## src/rtl/seg_chk_pkg.sv

```systemverilog
`timescale 1ns/1ps
package seg_chk_pkg;

    typedef enum logic [1:0] {
        ST_IDLE  = 2'd0,
        ST_PASS  = 2'd1,
        ST_FAULT = 2'd2
    } res_state_e;

    typedef enum logic [2:0] {
        CAUSE_NONE  = 3'd0,
        CAUSE_NULL  = 3'd1,
        CAUSE_WRITE = 3'd2,
        CAUSE_READ  = 3'd3,
        CAUSE_WRAP  = 3'd4,
        CAUSE_OVER  = 3'd5,
        CAUSE_UNDER = 3'd6
    } cause_e;

    localparam logic [1:0] KIND_READ  = 2'd0;
    localparam logic [1:0] KIND_WRITE = 2'd1;
    localparam logic [1:0] KIND_EXEC  = 2'd2;
    localparam logic [1:0] KIND_STCHK = 2'd3;

    localparam int LAST_DATA_IDX = 6;
    localparam int FIRST_EXEMPT  = 6;
    localparam int LAST_EXEMPT   = 9;

    // Data-class segments carry rights and direction attributes.
    function automatic logic is_data_class(input logic [3:0] idx);
        return (int'(idx) <= LAST_DATA_IDX);
    endfunction

    // Segments that are not subject to the zero-selector rule.
    function automatic logic is_null_exempt(input logic [3:0] idx);
        return (int'(idx) >= FIRST_EXEMPT) && (int'(idx) <= LAST_EXEMPT);
    endfunction

endpackage

```

## src/rtl/seg_rights_check.sv

```systemverilog
`timescale 1ns/1ps
module seg_rights_check
    import seg_chk_pkg::*;
#(
    parameter int SEL_W = 16
) (
    input  logic [3:0]       seg_idx,
    input  logic [SEL_W-1:0] selector,
    input  logic             attr_readable,
    input  logic             attr_writable,
    input  logic [1:0]       acc_kind,
    output logic             null_fault,
    output logic             wr_fault,
    output logic             rd_fault
);

    logic data_seg;
    logic wants_write;

    always_comb begin
        data_seg    = is_data_class(seg_idx);
        wants_write = (acc_kind == KIND_WRITE) || (acc_kind == KIND_STCHK);
        null_fault  = (selector == '0) && !is_null_exempt(seg_idx);
        wr_fault    = data_seg && wants_write && !attr_writable;
        rd_fault    = data_seg && (acc_kind == KIND_READ) && !attr_readable;
    end

endmodule

```

## config.mk

```make
export PLATFORM = sky130hd
export DESIGN_NAME = seg_rights_check
export DESIGN_NICKNAME = d
export VERILOG_FILES = /design/src/rtl/seg_chk_pkg.sv /design/src/rtl/seg_rights_check.sv
export SDC_FILE = /design/constraint.sdc
export NUM_CORES = 1
export LEC_CHECK = 0
export BUFFER_PORTS_ARGS = -buffer_cell sky130_fd_sc_hd__buf_4
export CAP_MARGIN = 0
export CORE_AREA = 2 2 39 41
export DETAILED_ROUTE_END_ITERATION = 10
export DIE_AREA = 0 0 41 43
export SLEW_MARGIN = 20
export SYNTH_ARGS = -nofsm -noshare
export SYNTH_HDL_FRONTEND = slang
export SYNTH_SLANG_ARGS = --single-unit
```

## constraint.sdc

```tcl
create_clock -name vclk -period 0.8
set_input_delay 0 -clock vclk [all_inputs]
set_output_delay 0 -clock vclk [all_outputs]
set_load 0.1 [all_outputs]
```

# Word-level counts from Yosys, hierarchy flattened
# Index checks and enable logic that the tools add are counted.
totals:
  regBits: 0
  inputBits: 24
  output_inout_bits: 3
  elab_cells: 17
classes:
  order_cmp: 3
  eq_ne: 2
  reduce_logical: 12
ops:
  columns: ["operator", "count"]
  rows:
  - ["zero test 16 bit", 1]
  - ["logical AND 1 bit", 6]
  - [">= comparator 4 x 3 -> 1 bit (second input constant)", 1]
  - ["<= comparator 4 x 3 -> 1 bit (second input constant)", 1]
  - ["<= comparator 4 bit (second input constant)", 1]
  - ["zero test 1 bit", 3]
  - ["equality test 2 x 1 -> 1 bit (second input constant)", 1]
  - ["equality test 2 bit (second input constant)", 1]
  - ["zero test 2 bit", 1]
  - ["logical OR 1 bit", 1]

# Depth between registers and ports, before layout
# Gate-level depths: netlist of the first run.
logic_depth:
  word_depth: 4
  ltp_mapped: 3

# Worst setup path before layout of the first run
# OpenSTA, ideal clock, no wires.
synth_timing:
  path_kind: "input-to-output"
  start: "input seg_idx[2]"
  end: "output rd_fault"
  t_arrival_ns: 3.055
  required_time_ns: 0.800
  slack_ns: -2.255
  cell_stages: 2
  cell_sequence: "a31o_2 nor4_1"
synth_between:
  elab_chain_len: 3
synth_lines:
  columns: ["item", "line", "source"]
  rows:
  - ["from (decl)", "seg_rights_check.sv:7", "input logic [3:0] seg_idx,"]
  - ["<= comparator 4 x 3 -> 1 bit", "seg_chk_pkg.sv:31", "return (int'(idx) <= LAST_DATA_IDX);"]
  - ["logical AND 1 bit (2 in a row)", "seg_rights_check.sv:25", "rd_fault = data_seg && (acc_kind == KIND_READ) && !attr_readable;"]
  - ["to (decl)", "seg_rights_check.sv:14", "output logic rd_fault"]
# No other way between the ends.

# Worst setup path in the final report of the first run
layout_timing:
  start: "input selector[12]"
  end: "output null_fault"
layout_between:
  elab_chain_len: 2
layout_lines:
  columns: ["item", "line", "source"]
  rows:
  - ["from (decl)", "seg_rights_check.sv:8", "input logic [SEL_W-1:0] selector,"]
  - ["zero test 16 bit", "seg_rights_check.sv:23", "null_fault = (selector == '0) && !is_null_exempt(seg_idx);"]
  - ["logical AND 1 bit", "seg_rights_check.sv:23", null]
  - ["to (decl)", "seg_rights_check.sv:12", "output logic null_fault,"]
# No other way between the ends.

==> results of run 1 <==
## through the flow
stage               std cells  util [%]
global placement           55      29.1
global route               55      33.4
floorplan                  11         -
CTS                        55      32.8
finish                     55      33.4
detailed placement         55      29.1
## worst max-delay path by stage
stage | startpoint | endpoint | cells past startpoint
3_5_place_dp | selector[1] | null_fault | 5
6_report | selector[12] | null_fault | 5
4_1_cts | selector[12] | null_fault | 5
3_3_place_gp | selector[1] | null_fault | 5
5_1_grt | selector[12] | null_fault | 5
2_1_floorplan | seg_idx[2] | rd_fault | 2
## critical path, stage by stage
cell and delay (ps):
buf_6 100, nor4_4 250, nand4_1 170, nor3_4 190
buf_12 200
## report_power, final
part | internal [mW] | switching (mW)
Clock | 0 | 0
Combinational | 0.124 | 0.0880
Sequential | 0 | 0
## synth_stat cells
library cell,number,share of area (%)
a31o_2,1,8.8
and3b_1,1,8.8
nand4_1,1,6.3
nor3_1,1,5.0
nor3b_1,2,15
nor4_1,1,6.3
nor4_2,4,50
## area by class of cell
type                            instances  share of cell area (%)
Multi-Input combinational cell         11                    37.4
Tap cell                               16                    4.34
Timing Repair Buffer                   28                    58.3
## logic make-up after synthesis
family             after synthesis
AOI/OAI and AO/OA                1
and+or+nand+nor                 10
## what timing repair did
| action | 4_1_cts | 5_1_grt |
|---|---|---|
| pin swaps | 7 | 0 |
| gates resized for setup | 13 | 2 |
| setup endpoints to repair | 3 | 3 |
| hold buffers | 0 | 0 |
## per-layer routing
| layer | global-route usage, % | vias up |
|---|---|---|
| met1 | 14.0 | 88 |
| met5 | 0 | - |
| met4 | 0 | 0 |
| li1 | - | 107 |
| met3 | 3.14 | 0 |
| met2 | 8.13 | 27 |
==> results.ini, run 1 <==
[outcome]
status = complete, but fails checks
violations = negative setup slack

[min_path]
min-delay-start = attr_writable
hold_class = in -> out
hold_end = wr_fault
holdPathStages = 3

[finish]
nFillCells = 144
layout.nets = 65
mostFrequentLayoutCell = buf_4
fin_area_sq_um = 462
multi_input_area_sq_um = 173
drive_gt1_share_pct = 92.3
syn_to_final_growth_pct = 361
seq_area_sq_um = 0
mostFrequentLayoutCells = buf_4 (18), buf_6 (7), nor4_4 (4)
nClkBuffers = 0
n_antenna_cell = 0
seq_cells = 0

[drt]
ant_nets = 0
route.met3.wl_um = 161
vias = 222
via_per_inst = 4.04
post_drt_wl_per_cell_um = 12.9
drtPass1Iterations = 3
wl_um = 708
top_layer = met3
wl_met1_um = 355
drtIter0Drc = 3
drc = 0
wl_met2_um = 192

[global_routing]
track_usage_pct = 7.60
overflow = 0
grt_max_degree = 4
antenna_found_initial = 0
grt_pass1_vias = 226
grt_pass1_wl_um = 959

[flow_run]
drv_cap = 0

[pwr]
total_power_mw = 0.212
power_density_nw_per_um2 = 459
leakagePower_nw = 0.187
ir_worst_vdd_v = 0.000197

[sta]
setup_ws_ps = -112
slew_viol_final = 0
tightest_slew_ps = 233
fmax_mhz = 1100
hold_violations = 0
grt_setup_unrepaired = yes
final.period_utilization_pct = 114
setup_viol = 1
fin_setup_tns_ps = -112
min_period_ps = 912
slew_headroom_pct = 84.4
whs_ps = 293

[placement]
io_buffers = 27
gp_congestion = 0.633
place_area_sq_um = 403
dp_slack_ps = -264

[synthesis]
synthSimpleGateAreaFrac_pct = 91.3
syn_area_sq_um = 100
ys_types = 7
syn_nets = 35
avgSynthCellArea_sq_um = 9.10
muxShareOfSynthArea_pct = 0
synth_xor_xnor_area_share_pct = 0
yosys_warnings = 0
yosysSeqAreaShare_pct = 0
synthAdderAreaFrac_pct = 0
synth_top_family_by_area = simple AND/OR/NAND/NOR gates
syn_inst = 11
synth_compound_area_share_pct = 8.75

[die]
die_area_sq_um = 1760
chipWidth_um = 41
ios = 27
std_cell_rows = 14
core_sq_um = 1380
initial_core_util_pct = 7.23
die_h_um = 43

[critical_path]
crit_fanout = 1
crit_required_ps = 800
critPathArrivalTime_ps = 910
setup.worst_path.start_class = input pin
critPathKind = in -> out
end_kind = output pin

[cts]
postCtsSetupBuffers = 0

Note: power is estimated with default switching activity, not from simulation.
==> run 2, diff against run 1 <==
--- a/config.mk
+++ b/config.mk
@@ -10,6 +10,7 @@
 export CORE_AREA = 2 2 39 41
 export DETAILED_ROUTE_END_ITERATION = 10
 export DIE_AREA = 0 0 41 43
+export GPL_TIMING_DRIVEN = 1
 export SLEW_MARGIN = 20
 export SYNTH_ARGS = -nofsm -noshare
 export SYNTH_HDL_FRONTEND = slang
==> constraint.sdc (replaced) <==
create_clock -name vclk -period 0.8
set_input_delay 0.16 -clock vclk [all_inputs]
set_output_delay 0.16 -clock vclk [all_outputs]
set_load 0.1 [all_outputs]
==> run 2 against run 1 <==
  * The run still ends with negative setup slack left
  * Final cell count unchanged
  * Via count up 6.3%
  * Total power up 4.0%
  * Setup slack worse by 390 ps
  * Design area up 4.3%
  * Die area unchanged
  * First-iteration DRC count down 100%
  * Combinational power up 4%
  * Sequential share of layout area unchanged
  * Critical path type unchanged
==> results.ini, run 2 (synthesized netlist as in run 1, its figures left out) <==
[critical_path]
cp_slowest_stage_delay_ps = 260
setup.worst_path.start_class = input pin
worst-path-stages = 5
critPathArrivalTime_ps = 1140
crit_required_ps = 640
worst_path_max_delay_cell = nor4_4
critPathKind = in -> out
crit_chain = buf_6 -> nor4_4 -> nand4_1 -> nor3_4 -> buf_12
path_buf_inv = 2
crit_fanout = 1
crit_family = simple AND/OR/NAND/NOR gates
end_kind = output pin

[sta]
fmax_mhz = 770
slew_viol_final = 0
tightest_slew_ps = 375
fin_setup_tns_ps = -1090
setup_ws_ps = -498
final.period_utilization_pct = 162
grt_setup_unrepaired = yes
hold_violations = 0
setup_viol = 3
slew_headroom_pct = 75.0
min_period_ps = 1300

[placement]
dp.cells = 55
gp_congestion = 0.702
io_buffers = 27

[outcome]
violations = negative setup slack
status = complete, but fails checks

[die]
core_sq_um = 1380
die_h_um = 43
ios = 27
die_area_sq_um = 1760
std_cell_rows = 14
chipWidth_um = 41
initial_core_util_pct = 7.23

[global_routing]
grt_pass1_wl_mm = 1.12
antenna_found_initial = 0
grt_pass1_vias = 263
overflow = 0
track_usage_pct = 9.00
grt_max_degree = 4

[flow_run]
drv_cap = 0

[finish]
nClkBuffers = 0
n_antenna_cell = 0
seq_area_sq_um = 0
mostFrequentLayoutCell = buf_4
syn_to_final_growth_pct = 381
layout.nets = 65
nFillCells = 146
mostFrequentLayoutCells = buf_4 (14), buf_6 (12), nor4_4 (5)
stdcell_count = 55
seq_cells = 0
drive_gt1_share_pct = 92.3
multi_input_area_sq_um = 181

[drt]
post_drt_wl_per_cell_um = 13.5
via_per_inst = 4.29
drtPass1Iterations = 1
vias = 236
drtIter0Drc = 0
wl_um = 740
ant_nets = 0
drc = 0

[min_path]
holdPathStages = 3
hold_class = in -> out

[pwr]
power_density_nw_per_um2 = 458
total_power_mw = 0.221
ir_worst_vdd_v = 0.000195
leakagePower_nw = 0.192

[cts]
ctsHoldBuffers = 0
postCtsSetupBuffers = 0

## run 2: cell counts in the layout (fill, tap and decap cells not counted)
Identical to the previous run, type by type.
## run 2: per-stage QoR
| step | cell area, sq um | hold slack, ps | util (%) | setup slack [ps] |
|---|---|---|---|---|
| final | 482 | 615 | 34.8 | -498 |
| after global routing | 482 | 621 | 34.8 | -564 |
| after CTS | 478 | 619 | 34.5 | -511 |
| after detailed placement | 403 | 673 | 29.1 | -575 |
| after global placement | 403 | 666 | 29.1 | -556 |
| after floorplan | 173 | 430 | - | -743 |
## run 2: cell type report
cell class         count  area share, %
multi-input cells     11           37.7
well taps             16           4.16
repair buffers        28           58.2
## run 2: path summary, 6_finish.rpt
kind	from	end	slack [ps]
worst min-delay path	attr_writable	wr_fault	620
worst max-delay path	selector[7]	null_fault	-500
## run 2: metal layers
layer,track usage (%),routed length [um]
met1,12.7,295
met2,12.5,248
met5,0,0
met3,5.24,196
met4,0,0
## run 2: report_power, final
part           total (mW)  switching (mW)  internal (mW)
Combinational       0.221          0.0901          0.131
Sequential              0               0              0
Clock                   0               0              0
Total               0.221          0.0901          0.131
## run 2: what timing repair did
item / 4_1_cts / 5_1_grt
pin swaps: 8 / 3
setup endpoints to repair: 3 / 3
gates resized for setup: 18 / 1
gates cloned: 0 / 0
endpoints found under the hold margin: 0 / 0
